--- config.mk ---
export PLATFORM = sky130hd
export DESIGN_NAME = trace_nibble_ser
export DESIGN_NICKNAME = d
export VERILOG_FILES = /design/src/rtl/trc_pkg.sv /design/src/rtl/trc_cfg_reg.sv /design/src/rtl/trc_event_sel.sv /design/src/rtl/trc_nibble_shift.sv /design/src/rtl/trace_nibble_ser.sv
export SDC_FILE = /design/constraint.sdc
export NUM_CORES = 1
export LEC_CHECK = 0
export BUFFER_PORTS_ARGS = -buffer_cell sky130_fd_sc_hd__buf_2
export CAP_MARGIN = 10
export CORE_MARGIN = 2
export CORE_UTILIZATION = 35
export CTS_CLUSTER_DIAMETER = 150
export DETAILED_ROUTE_END_ITERATION = 10
export HOLD_SLACK_MARGIN = 0.15
export PLACE_DENSITY = 0.59
export SYNTH_ARGS = -nofsm -noshare
export SYNTH_HDL_FRONTEND = slang
export SYNTH_HIERARCHICAL = 1
export SYNTH_SLANG_ARGS = --single-unit
--- constraint.sdc ---
create_clock -name clk -period 6.87 [get_ports clk]
set_input_delay 0.687 -clock clk [delete_from_list [all_inputs] [get_ports clk]]
set_output_delay 0.687 -clock clk [all_outputs]
set_load 0.005 [all_outputs]
--- src/rtl/trc_pkg.sv ---
package trc_pkg;
  typedef struct packed {
    logic       inhibit;
    logic [1:0] br_bytes;
    logic [1:0] cap_mode;
  } cfg_t;

  localparam int CFG_W = 5;

  localparam logic [3:0] MK_NONE    = 4'd0;
  localparam logic [3:0] MK_BRANCH  = 4'd5;
  localparam logic [3:0] MK_WR_SHORT = 4'd8;
  localparam logic [3:0] MK_WR_LONG  = 4'd9;
  localparam logic [3:0] MK_RD_SHORT = 4'd10;
  localparam logic [3:0] MK_RD_LONG  = 4'd11;

  localparam logic [1:0] SZ_BYTE = 2'd0;
  localparam logic [1:0] SZ_WORD = 2'd1;
endpackage

--- src/rtl/trc_cfg_reg.sv ---
module trc_cfg_reg
  import trc_pkg::*;
(
  input  logic             clk,
  input  logic             rst,
  input  logic             cpu_wr_en,
  input  logic [CFG_W-1:0] cpu_wr_data,
  input  logic             dbg_wr_en,
  input  logic [CFG_W-1:0] dbg_wr_data,
  output cfg_t             cfg_q
);
  cfg_t cpu_v;
  assign cpu_v = cfg_t'(cpu_wr_data);

  always_ff @(posedge clk) begin
    if (rst) begin
      cfg_q <= '0;
    end else if (dbg_wr_en) begin
      cfg_q <= cfg_t'(dbg_wr_data);
    end else if (cpu_wr_en && !cfg_q.inhibit) begin
      cfg_q.cap_mode <= cpu_v.cap_mode;
      cfg_q.br_bytes <= cpu_v.br_bytes;
    end
  end
endmodule

--- src/rtl/trc_event_sel.sv ---
module trc_event_sel
  import trc_pkg::*;
#(
  parameter int DATA_W = 32,
  parameter int NIB_W  = 4,
  localparam int NIB_N = DATA_W / NIB_W,
  localparam int CNT_W = $clog2(NIB_N + 1)
) (
  input  cfg_t              cfg,
  input  logic              idle,
  input  logic              xfer_vld,
  input  logic              xfer_wr,
  input  logic [1:0]        xfer_size,
  input  logic [DATA_W-1:0] xfer_data,
  input  logic              br_vld,
  input  logic [DATA_W-1:0] br_target,
  output logic              take,
  output logic [3:0]        marker,
  output logic [CNT_W-1:0]  nib_cnt,
  output logic [DATA_W-1:0] payload
);
  localparam int NPB = 8 / NIB_W;

  logic             capture;
  logic             is_long;
  logic [CNT_W-1:0] br_cnt;
  logic [CNT_W-1:0] op_cnt;

  assign is_long = (xfer_size != SZ_BYTE) && (xfer_size != SZ_WORD);
  assign capture = xfer_wr ? cfg.cap_mode[0] : cfg.cap_mode[1];

  always_comb begin
    case (cfg.br_bytes)
      2'd0:    br_cnt = '0;
      2'd1:    br_cnt = CNT_W'(2 * NPB);
      2'd2:    br_cnt = CNT_W'(3 * NPB);
      default: br_cnt = CNT_W'(NIB_N);
    endcase
    case (xfer_size)
      SZ_BYTE: op_cnt = CNT_W'(NPB);
      SZ_WORD: op_cnt = CNT_W'(2 * NPB);
      default: op_cnt = CNT_W'(NIB_N);
    endcase
  end

  always_comb begin
    take    = 1'b0;
    marker  = MK_NONE;
    nib_cnt = '0;
    payload = '0;
    if (idle && br_vld) begin
      take    = 1'b1;
      marker  = MK_BRANCH;
      nib_cnt = br_cnt;
      payload = br_target;
    end else if (idle && xfer_vld) begin
      take    = 1'b1;
      marker  = xfer_wr ? (is_long ? MK_WR_LONG : MK_WR_SHORT)
                        : (is_long ? MK_RD_LONG : MK_RD_SHORT);
      nib_cnt = capture ? op_cnt : '0;
      payload = xfer_data;
    end
  end
endmodule

--- src/rtl/trc_nibble_shift.sv ---
module trc_nibble_shift #(
  parameter int DATA_W = 32,
  parameter int NIB_W  = 4,
  localparam int NIB_N = DATA_W / NIB_W,
  localparam int CNT_W = $clog2(NIB_N + 1)
) (
  input  logic              clk,
  input  logic              rst,
  input  logic              load,
  input  logic [3:0]        marker,
  input  logic [CNT_W-1:0]  nib_cnt,
  input  logic [DATA_W-1:0] payload,
  output logic [NIB_W-1:0]  nib_q,
  output logic [3:0]        mark_q,
  output logic              busy
);
  logic [DATA_W-1:0] sh_q;
  logic [CNT_W-1:0]  rem_q;

  assign busy = (rem_q != '0);

  always_ff @(posedge clk) begin
    if (rst) begin
      sh_q   <= '0;
      rem_q  <= '0;
      nib_q  <= '0;
      mark_q <= '0;
    end else begin
      mark_q <= load ? marker : 4'd0;
      if (load) begin
        sh_q  <= payload;
        rem_q <= nib_cnt;
        nib_q <= '0;
      end else if (rem_q != '0) begin
        nib_q <= sh_q[NIB_W-1:0];
        sh_q  <= sh_q >> NIB_W;
        rem_q <= rem_q - 1'b1;
      end else begin
        nib_q <= '0;
      end
    end
  end
endmodule

--- src/rtl/trace_nibble_ser.sv ---
module trace_nibble_ser
  import trc_pkg::*;
#(
  parameter int DATA_W = 32,
  parameter int NIB_W  = 4
) (
  input  logic              clk,
  input  logic              rst,
  input  logic              cpu_wr_en,
  input  logic [4:0]        cpu_wr_data,
  input  logic              dbg_wr_en,
  input  logic [4:0]        dbg_wr_data,
  input  logic              xfer_vld,
  input  logic              xfer_wr,
  input  logic [1:0]        xfer_size,
  input  logic [DATA_W-1:0] xfer_data,
  input  logic              br_vld,
  input  logic [DATA_W-1:0] br_target,
  output logic [NIB_W-1:0]  trc_data,
  output logic [3:0]        trc_mark,
  output logic              trc_busy
);
  localparam int NIB_N = DATA_W / NIB_W;
  localparam int CNT_W = $clog2(NIB_N + 1);

  cfg_t              cfg_q;
  logic [CFG_W-1:0]  cfg_word;
  logic              take;
  logic [3:0]        marker;
  logic [CNT_W-1:0]  nib_cnt;
  logic [DATA_W-1:0] payload;
  logic              busy;

  assign cfg_word = cfg_q;
  assign trc_busy = busy;

  trc_cfg_reg u_cfg (
    .clk(clk), .rst(rst),
    .cpu_wr_en(cpu_wr_en), .cpu_wr_data(cpu_wr_data),
    .dbg_wr_en(dbg_wr_en), .dbg_wr_data(dbg_wr_data),
    .cfg_q(cfg_q)
  );

  trc_event_sel #(.DATA_W(DATA_W), .NIB_W(NIB_W)) u_sel (
    .cfg(cfg_q), .idle(!busy),
    .xfer_vld(xfer_vld), .xfer_wr(xfer_wr), .xfer_size(xfer_size),
    .xfer_data(xfer_data), .br_vld(br_vld), .br_target(br_target),
    .take(take), .marker(marker), .nib_cnt(nib_cnt), .payload(payload)
  );

  trc_nibble_shift #(.DATA_W(DATA_W), .NIB_W(NIB_W)) u_shift (
    .clk(clk), .rst(rst), .load(take), .marker(marker),
    .nib_cnt(nib_cnt), .payload(payload),
    .nib_q(trc_data), .mark_q(trc_mark), .busy(busy)
  );
endmodule

==> metrics.md, run 1 <==
| Metric | Value |
|---|---|
| Met1 Use GR | 0.208 |
| Nets | between 400 and 500 |
| GP Congestion | around 0.74 |
| Starting density of the core | 0.356 |
| Cell taking the most area after synthesis | dfxtp_1 |
| Adder-cell share of the synthesized area | 0.0185 |
| Initial antenna violation count | 0 |
| Inserted Diodes | 0 |
| Post-synthesis xor/xnor area fraction | 0.00323 |
| Final setup fails | 0 |
| Top-count cell post-synth | nor3_1 |
| Yosys cell types | 44 |
| Final hold slack | ~0.47 ns |
| Largest cells by area after synthesis | dfxtp_1 36%, nor3_1 10%, a22o_1 9.4%, a2111oi_1 9.2%, inv_1 4.0% |
| Post-synthesis mux area share | 0.00739 |
| # DRC | 0 |
| First-pass GRT wire length | between 10000 and 15000 um |
| Post-DRT Antenna Nets | 0 |
| Rows | 32 |
| Top Usage Layer GRT | met2 |
| Static Leakage | around 0.0014 uW |
| CTS Buffer Depth | 2 |
| Layout cell share with drive strength beyond 1 | 0.319 |
| Max Cap Viol | 0 |
| Setup TNS | 0 ns |
| RSZ-0062 raised after global routing | no |
| Worst Skew | between 0.008 and 0.009 ns |
| WS Path Type | flip-flop to flip-flop |
| TritonCTS Buffers | 5 |
| Pins Over Slew Limit | 0 |
| Worst relative slew slack | 0.393 |
| Syn_nets | 392 |
| Yosys Warn Count | 6 |
| Met2 Use GR | 0.245 |
| Largest family of logic cells by synthesized area | compound AO/OA/AOI/OAI gates |
| Seq/Total Area, Yosys | 0.362 |
| Synth cell count leaders | 55 x nor3_1, 49 x dfxtp_1, 29 x a22o_1, 29 x inv_1, 25 x a2111oi_1 |
| Post-Route WL | about 6400 um |
| Pre-CTS setup slack | around 3.9 ns |
| Cell Pwr Density | 419 nW/um^2 |
| Maximum vdd ir drop | approximately 0.36 mV |
| Final count of hold timing violations | 0 |
| Clk Latency, worst-skew pair | approximately 0.3 ns |
| Setup crit end kind | flip-flop |
| GRT Residual Overflow | 0 |
| Util after Layout | 0.424 |
| Die Height | just over 90 um |
| Worst EP arrival | roughly 3.2 ns |
| Number of port buffers | 90 |
| Gate Count Post-Synth | between 300 and 400 |
| Final Critical Period | between 2 and 3 ns |
| Hold buffer count at CTS | 0 |
| Critical path fanouts, max | between 90 and 100 |
| Syn Std Cell Area | ~2700 sq um |
| Vias | 2486 |
| Vias in the first global route | around 2300 |
| GR Util All Layers | 0.153 |
| GR Util met3 | 0.0304 |
| Post-cts resize count | 0 |
| Number of synthesized register bits | 49 |
| Clock transition at path regs | ~0.1 ns |
| Fmax achieved | 0.339 GHz |
| Number of synthesized flops with an enable pin | 0 |
| Hold Path Class | flip-flop to flip-flop |
| TritonCTS Sinks | 49 |
| Yosys top cell area share | 0.362 |
| Die area | between 8000 and 9000 sq um |
| Startpoint types | flip-flop |
| WP data required | just over 7 ns |
| 1st-iter DRT viols | just over 70 |
| Wirelength per Cell | approximately 13 um |
| Die W | about 92 um |
| Core area | around 7600 sq um |
| Area growth, synth to finish | 19.0% |
| H-tree levels | 2 |
| Outcome | complete, no violations |
| Post-DP HPWL | between 4000 and 5000 um |
| Root buffer cell | clkbuf_8 |
| Synth Area in Compound Gates | 0.263 |
| Largest net degree at the start of global routing | 100 |
| Mean Syn Cell Area | ~8.9 sq um |
| Setup Fix Bufs, Post-CTS | 0 |
| Via-per-instance ratio | 5.20 |
| Fin worst setup slack | between 3 and 4 ns |
| Synth Area in Simple Gates | 0.235 |
| I/O pin count | roughly 90 |
| Top FF cell, synth | dfxtp_1 |
| Async set-reset flop share out of synthesis | 0 |
| TritonRoute pass-1 iters | 4 |
| Final period utilization | 0.429 |
| Slew @ Worst Pin | 0.910 ns |
| CTS tree | yes |
## cell usage in the layout (no fill, tap or decap), types with 3 or more instances in the layout
master	n
a2111oi_0	3
a2111oi_1	25
a2111oi_2	4
a21oi_1	7
a22o_1	29
a22o_2	3
and2_1	8
buf_2	90
clkbuf_8	5
dfxtp_1	49
ha_1	4
inv_1	29
inv_6	3
nand2_1	10
nand3_1	3
nand3b_1	4
nor2_1	6
nor2b_1	10
nor3_1	55
nor3_2	3
## power by group
group | total, uW | switching [uW] | internal, uW | leakage, uW
Combinational | 760 | 463 | 297 | 0.000906
Clock | 179 | 105 | 74.4 | 0.0000452
Sequential | 412 | 42.4 | 369 | 0.000404
Total | 1350 | 610 | 740 | 0.00135
## registers in the layout, indices dropped and copies added (netlist names)
name	cells
u_shift/nib_q	4
u_cfg/cfg_q	5
u_shift/sh_q	32
u_shift/rem_q	4
u_shift/mark_q	4
## per-layer routing
layer / vias to the layer above / wire length (um)
li1: 1271 / -
met1: 1139 / 3020
met2: 69 / 2990
met3: 7 / 300
met4: 0 / 78
met5: - / 0
## worst max-delay path: stages, from the launching register on
cell	delay, ns
dfxtp_1	0.36
inv_1	0.08
ha_1	0.23
nor3b_4	0.16
inv_2	0.42
inv_1	0.26
o21a_2	0.18
buf_4	0.35
or4b_2	0.75
nand3_1	0.08
## area by class of cell
type,instances,area [sq um]
clock buffer,5,68.8
clock inverter,3,25.0
fill,790,4380
inverter,32,125
multi-input combinational,195,1430
sequential,49,981
tap,102,128
timing repair buffer,92,465
## through the flow
stage          instance area, sq um  total power [uW]  std cells
2_1_floorplan                  2710              1050        305
3_3_place_gp                   3130              1170        470
3_5_place_dp                   3130              1180        470
4_1_cts                        3230              1370        478
5_1_grt                        3230              1480        478
6_report                       3230              1350        478
## logic make-up (layout without fill, tap and decap cells)
| kind of cell | count (synthesis) | count (layout) |
|---|---|---|
| AND/OR/NAND/NOR | 110 | 110 |
| AO/OA/AOI/OAI | 77 | 77 |
| buffers and inverters | 61 | 132 |
| flip-flops | 49 | 49 |
| adder cells (fa/ha/maj) | 4 | 4 |
| multiplexers | 2 | 2 |
| other | 1 | 1 |
| XOR/XNOR | 1 | 1 |
## final timing paths
check | depth (start not counted) | slack [ns] | to | from
setup / recovery | 9 | 3.92 | u_shift/rem_q[3] | u_shift/rem_q[0]
hold / removal | 1 | 0.47 | u_shift/nib_q[0] | u_shift/sh_q[0]
setup reg to reg | 9 | 3.92 | u_shift/rem_q[3] | u_shift/rem_q[0]
hold reg to reg | 1 | 0.47 | u_shift/nib_q[0] | u_shift/sh_q[0]
(Power assumes the default switching activity.)
==> run 2: changes to the inputs <==
clock period = 3 ns   (was 6.87 ns; I/O delays follow)
==> run 2 against run 1 <==
Power rose by 140%. Via count fell by 1.4%. Sequential power rose by 130%. Sequential share of layout area fell by 0.45 points. Register-to-register slack got worse by 3.3 ns. Clock power rose to 2.7 times the previous value. Worst setup slack got worse by 3.3 ns. Cell area rose by 1.5%.
==> metrics.md, run 2 (synthesis results as in run 1) <==
| Metric | Value |
|---|---|
| CP Cell Sequence | inv_1 -> ha_1 -> nor3b_4 -> inv_2 -> inv_1 -> nand2_1 -> inv_2 -> a22o_1 -> inv_1 -> a2111oi_1 (was inv_1 -> ha_1 -> nor3b_4 -> inv_2 -> inv_1 -> o21a_2 -> buf_4 -> or4b_2 -> nand3_1) |
| First-pass GRT wire length | 10600 um (about the same) |
| Post-route cell area | 3270 sq um (was 3230 sq um) |
| Cell Pwr Density | 989 nW/um^2 (was 419 nW/um^2) |
| Largest register FFs | 32 (unchanged) |
| CTS Buffer Depth | 2 (unchanged) |
| Final count of hold timing violations | 0 (unchanged) |
| Largest net degree at the start of global routing | 67 (was 100) |
| WS Path Type | flip-flop to flip-flop (unchanged) |
| CP Buf/Inv Count | 5 (was 4) |
| Worst EP arrival | 2.59 ns (was 3.20 ns) |
| TritonCTS Sinks | 49 (unchanged) |
| GRT Residual Overflow | 0 (unchanged) |
| GR Util All Layers | 0.152 (was 0.153) |
| Core area | 7610 sq um (unchanged) |
| Setup TNS | 0 ns (unchanged) |
| Setup Fix Bufs, Post-CTS | 0 (unchanged) |
| Via-per-instance ratio | 5.11 (was 5.20) |
| Slew @ Worst Pin | 0.898 ns (was 0.910 ns) |
| Area growth, synth to finish | 20.8% (was 19.0%) |
| Post-Route WL | 6390 um (about the same) |
| Hold path start | dbg_wr_data[4] (was u_shift/sh_q[0]) |
| 1st-iter DRT viols | 106 (was 71) |
| Post-cts resize count | 0 (unchanged) |
| Min-Delay Endpoint | u_cfg/cfg_q[4] (was u_shift/nib_q[0]) |
| Fmax achieved | 0.416 GHz (was 0.339 GHz) |
| Wirelength per Cell | 13.3 um (was 13.4 um) |
| # DRC | 0 (unchanged) |
| Largest registers | u_shift/sh_q x32, u_cfg/cfg_q x5 (unchanged) |
| Cell mode on critical path | inv_1 (unchanged) |
| Die area | 8460 sq um (unchanged) |
| Post-DRT Antenna Nets | 0 (unchanged) |
| Clock transition at path regs | 0.10 ns (about the same) |
| Final period utilization | 0.801 (was 0.429) |
| TritonCTS Buffers | 5 (unchanged) |
| Reg2reg start | u_shift/rem_q[0] (unchanged) |
| R2R Path End | u_shift/sh_q[17] (was u_shift/rem_q[3]) |
| Pins Over Slew Limit | 0 (unchanged) |
| I/O pin count | 92 (unchanged) |
| Post-DP HPWL | 4220 um (was 4210 um) |
| Die W | 92.0 um (unchanged) |
| Number of fill cells | 804 (was 790) |
| Worst hold stages | 3 (was 1) |
| Final Critical Period | 2.40 ns (was 2.95 ns) |
| Most common cell after layout, fill and taps aside | buf_2 (unchanged) |
| Nets | 464 (was 462) |
| Inserted Diodes | 0 (unchanged) |
| Critical path fanouts, max | 33 (was 99) |
| GP Congestion | 0.704 (was 0.738) |
| Placement Cell Area | 3160 sq um (was 3130 sq um) |
| Startpoint types | flip-flop (unchanged) |
| Initial antenna violation count | 0 (unchanged) |
| RSZ-0062 raised after global routing | no (unchanged) |
| Max Cap Viol | 0 (unchanged) |
| Number of port buffers | 90 (unchanged) |
| Slowest CP cell | inv_2 (was or4b_2) |
| Layout cell share with drive strength beyond 1 | 0.323 (was 0.319) |
| Die Height | 92.0 um (unchanged) |
| CP top delay family | buffers and inverters (unchanged) |
| Rows | 32 (unchanged) |
| Clk Latency, worst-skew pair | 0.30 ns (about the same) |
| Maximum vdd ir drop | 0.371 mV (was 0.359 mV) |
| Final setup fails | 0 (unchanged) |
| Hold Path Class | primary input to flip-flop (was flip-flop to flip-flop) |
| Starting density of the core | 0.356 (unchanged) |
| Root buffer cell | clkbuf_8 (unchanged) |
| Vias in the first global route | 2350 (was 2272) |
| Worst Skew | 0.00828 ns (was 0.00880 ns) |
| Largest Register | u_shift/sh_q (unchanged) |
| Most frequent cells in the layout | 90 x buf_2, 55 x nor3_1, 49 x dfxtp_1 (unchanged) |
| WP data required | 3.19 ns (was 7.12 ns) |
| FF-to-FF path depth | 10 (was 9) |
| Setup crit end kind | flip-flop (unchanged) |
| Worst relative slew slack | 0.401 (was 0.393) |
| Hold buffer count at CTS | 0 (unchanged) |
| CTS tree | yes (unchanged) |
| Static Leakage | 0.00138 uW (was 0.00135 uW) |
| Vias | 2451 (was 2486) |
| Max incr delay on CP | 0.44 ns (was 0.75 ns) |
| TritonRoute pass-1 iters | 4 (unchanged) |
| Outcome | complete, no violations (unchanged) |
| Worst R2R Setup Slack | 0.60 ns (was 3.92 ns) |
| H-tree levels | 2 (unchanged) |
[run 2: area by class of cell]
cell class	count	area (sq um)	share of cell area
multi-input cells	195	1430	0.438
flip-flops and latches	49	981	0.300
repair buffers	94	493	0.151
well taps	102	128	0.0390
inverters	32	125	0.0382
clock buffers	5	68.8	0.0210
clock inverters	3	46.3	0.0141
[run 2: metal layers]
| metal | GRT usage | wire [um] | vias up |
|---|---|---|---|
| met4 | 0.0361 | 70 | 0 |
| met3 | 0.0378 | 407 | 5 |
| met5 | 0 | 0 | - |
| met2 | 0.244 | 2870 | 78 |
| li1 | - | - | 1279 |
| met1 | 0.206 | 3050 | 1089 |
[run 2: report_power, final]
part | switching [uW] | internal [uW]
Combinational | 1080 | 730
Sequential | 95.8 | 845
Clock | 234 | 250
Total | 1410 | 1830
[run 2: worst register-to-register path, delay by kind of cell, from the launching register on]
kind                     cells  cell delay [ns]
AO/OA/AOI/OAI                2             0.63
adder cells (fa/ha/maj)      1             0.20
buffers and inverters        5             0.79
flip-flops                   1             0.33
AND/OR/NAND/NOR              2             0.34
[run 2: stage by stage]
stage	util	worst slack, ns	total power (uW)	hold WS (ns)	instances
3_3_place_gp	0.415	0.637	2750	0.443	472
5_1_grt	0.430	0.316	3520	0.241	480
2_1_floorplan	-	0.626	2410	0.369	305
4_1_cts	0.430	0.572	3270	0.228	480
3_5_place_dp	0.415	0.605	2780	0.454	472
6_report	0.430	0.597	3240	0.233	480
[run 2: how the worst max path moves through the flow]
stage,startpoint,to,slack [ns],cells past startpoint
after floorplan,u_shift/rem_q[0],u_shift/sh_q[29],0.63,12
after global placement,u_shift/rem_q[0],u_shift/sh_q[15],0.64,10
after detailed placement,u_shift/rem_q[0],u_shift/sh_q[8],0.61,10
after CTS,u_shift/rem_q[0],u_shift/sh_q[8],0.57,10
after global routing,u_shift/rem_q[0],u_shift/sh_q[22],0.32,10
final,u_shift/rem_q[0],u_shift/sh_q[17],0.60,10
==> run 3: changes to the inputs <==
clock period = 2.4 ns   (was 3 ns; I/O delays follow)
==> run 3 against run 2 <==
Via count rose by 0.73%. Combinational power up 32%. Utilization grew 0.43 points. Critical path depth did not move.
==> metrics.md, run 3 (synthesis results as in run 1) <==
| Metric | Value |
|---|---|
| Starting density of the core | 0.356 (unchanged) |
| Seq. cell area | 981 sq um (unchanged) |
| Layout cell share with drive strength beyond 1 | 0.333 (was 0.323) |
| Sequential share of power | 0.288 (was 0.291) |
| Fin cells | 483 (was 480) |
| Setup Fix Bufs, Post-CTS | 0 (unchanged) |
| Via-per-instance ratio | 5.11 (about the same) |
| GP Congestion | 0.743 (was 0.704) |
| Cell Pwr Density | 1240 nW/um^2 (was 989 nW/um^2) |
| Switch Pwr | 1810 uW (was 1410 uW) |
| Die area | 8460 sq um (unchanged) |
| Fmax achieved | 0.467 GHz (was 0.416 GHz) |
| Post-DP HPWL | 4440 um (was 4220 um) |
| WS Path Type | flip-flop to flip-flop (unchanged) |
| Hold buffer count at CTS | 0 (unchanged) |
| Rows | 32 (unchanged) |
| Final count of hold timing violations | 0 (unchanged) |
| Worst relative slew slack | 0.395 (was 0.401) |
| Gate power share | 0.585 (was 0.560) |
| CTS tree | yes (unchanged) |
| Startpoint types | flip-flop (unchanged) |
| Most common cell after layout, fill and taps aside | buf_2 (unchanged) |
| Largest register FFs | 32 (unchanged) |
| Sw Ratio | 0.444 (was 0.436) |
| 1st-iter DRT viols | 88 (was 106) |
| First-pass GRT wire length | 10500 um (was 10600 um) |
| Slowest CP cell | a2111oi_1 (was inv_2) |
| P_int | 2270 uW (was 1830 uW) |
| GR Util met3 | 0.0353 (was 0.0378) |
| Critical path fanouts, max | 33 (unchanged) |
| Final setup fails | 0 (unchanged) |
| Static Leakage | 0.00139 uW (was 0.00138 uW) |
| TritonRoute pass-1 iters | 4 (unchanged) |
| # DRC | 0 (unchanged) |
| CP Cell Sequence | inv_1 -> ha_1 -> nor3b_4 -> inv_2 -> clkinvlp_4 -> nand3b_4 -> inv_6 -> a22o_1 -> inv_1 -> a2111oi_1 (was inv_1 -> ha_1 -> nor3b_4 -> inv_2 -> inv_1 -> nand2_1 -> inv_2 -> a22o_1 -> inv_1 -> a2111oi_1) |
| Post-cts resize count | 0 (unchanged) |
| Top Usage Layer GRT | met2 (unchanged) |
| Die W | 92.0 um (unchanged) |
| Clk Latency, worst-skew pair | 0.31 ns (was 0.30 ns) |
| Post-Route WL | 6470 um (was 6390 um) |
| Most frequent cells in the layout | 90 x buf_2, 55 x nor3_1, 49 x dfxtp_1 (unchanged) |
| Final Critical Period | 2.14 ns (was 2.40 ns) |
| Worst Skew | 0.00971 ns (was 0.00828 ns) |
| Root buffer cell | clkbuf_8 (unchanged) |
| Clk network pwr share | 0.127 (was 0.149) |
| GR Util All Layers | 0.151 (was 0.152) |
| WP data required | 2.59 ns (was 3.19 ns) |
| Hold Path Class | primary input to flip-flop (unchanged) |
| H-tree levels | 2 (unchanged) |
| GRT Residual Overflow | 0 (unchanged) |
| Die Height | 92.0 um (unchanged) |
| Pre-CTS setup slack | 0.144 ns (was 0.605 ns) |
| Setup TNS | 0 ns (unchanged) |
| Final period utilization | 0.893 (was 0.801) |
| Largest Register | u_shift/sh_q (unchanged) |
| Met1 Use GR | 0.206 (about the same) |
| Wirelength per Cell | 13.4 um (was 13.3 um) |
| TritonCTS Buffers | 5 (unchanged) |
| Inserted Diodes | 0 (unchanged) |
| Area growth, synth to finish | 22.0% (was 20.8%) |
| Nets | 467 (was 464) |
| Tot Pwr | 4090 uW (was 3240 uW) |
| Outcome | complete, no violations (unchanged) |
| Largest registers | u_shift/sh_q x32, u_cfg/cfg_q x5 (unchanged) |
| Maximum vdd ir drop | 0.642 mV (was 0.371 mV) |
| Slew @ Worst Pin | 0.908 ns (was 0.898 ns) |
| Worst EP arrival | 2.33 ns (was 2.59 ns) |
| CTS Buffer Depth | 2 (unchanged) |
| Multi-input logic area | 1440 sq um (was 1430 sq um) |
| Core area | 7610 sq um (unchanged) |
| Post-DRT Antenna Nets | 0 (unchanged) |
| Cell mode on critical path | inv_1 (unchanged) |
| Vias in the first global route | 2366 (was 2350) |
| Largest net degree at the start of global routing | 47 (was 67) |
| Setup crit end kind | flip-flop (unchanged) |
| Max incr delay on CP | 0.36 ns (was 0.44 ns) |
| RSZ-0062 raised after global routing | no (unchanged) |
| TritonCTS Sinks | 49 (unchanged) |
| Max Cap Viol | 0 (unchanged) |
| DP Cell Count | 475 (was 472) |
| I/O pin count | 92 (unchanged) |
| Number of port buffers | 90 (unchanged) |
| Met2 Use GR | 0.250 (was 0.244) |
| Number of fill cells | 804 (unchanged) |
| Initial antenna violation count | 0 (unchanged) |
| Clock transition at path regs | 0.10 ns (about the same) |
| Vias | 2469 (was 2451) |
| Fin worst setup slack | 0.257 ns (was 0.597 ns) |
| Pins Over Slew Limit | 0 (unchanged) |
run 3: worst max-delay path: cells and delay by family (launching register included):
family | cells | cell delay (ns)
AND/OR/NAND/NOR | 2 | 0.36
buffers and inverters | 5 | 0.57
flip-flops | 1 | 0.33
AO/OA/AOI/OAI | 2 | 0.57
adder cells (fa/ha/maj) | 1 | 0.20
run 3: path summary, 6_finish.rpt:
check                         from               end  slack (ns)  cells after the start
setup / recovery  u_shift/rem_q[0]   u_shift/sh_q[3]        0.26                     10
hold / removal      dbg_wr_data[4]    u_cfg/cfg_q[4]        0.17                      3
setup reg to reg  u_shift/rem_q[0]   u_shift/sh_q[3]        0.26                     10
hold reg to reg    u_shift/sh_q[0]  u_shift/nib_q[0]        0.47                      1
run 3: per-layer routing:
| layer | vias up | wire, um |
|---|---|---|
| met5 | - | 0 |
| met4 | 0 | 0 |
| met3 | 0 | 360 |
| met2 | 68 | 2990 |
| met1 | 1123 | 3120 |
| li1 | 1278 | - |
run 3: area by class of cell:
class	count	share of cell area
multi-input cells	195	0.437
inverters	32	0.0390
well taps	102	0.0386
repair buffers	97	0.161
flip-flops and latches	49	0.297
clock inverters	3	0.00757
clock buffers	5	0.0208
run 3: power by group through the flow:
stage	Clock [uW]	Combinational [uW]	Sequential (uW)
3_3_place_gp	0	2330	1190
3_5_place_dp	0	2360	1200
5_1_grt	573	2690	1200
4_1_cts	537	2370	1180
6_report	517	2390	1180
2_1_floorplan	0	1840	1170
run 3: stage by stage:
step | utilization | instance area (sq um) | hold slack, ns
floorplan | - | 2710 | 0.309
global placement | 0.420 | 3190 | 0.446
detailed placement | 0.420 | 3190 | 0.445
CTS | 0.432 | 3290 | 0.173
global route | 0.435 | 3310 | 0.179
finish | 0.435 | 3310 | 0.175
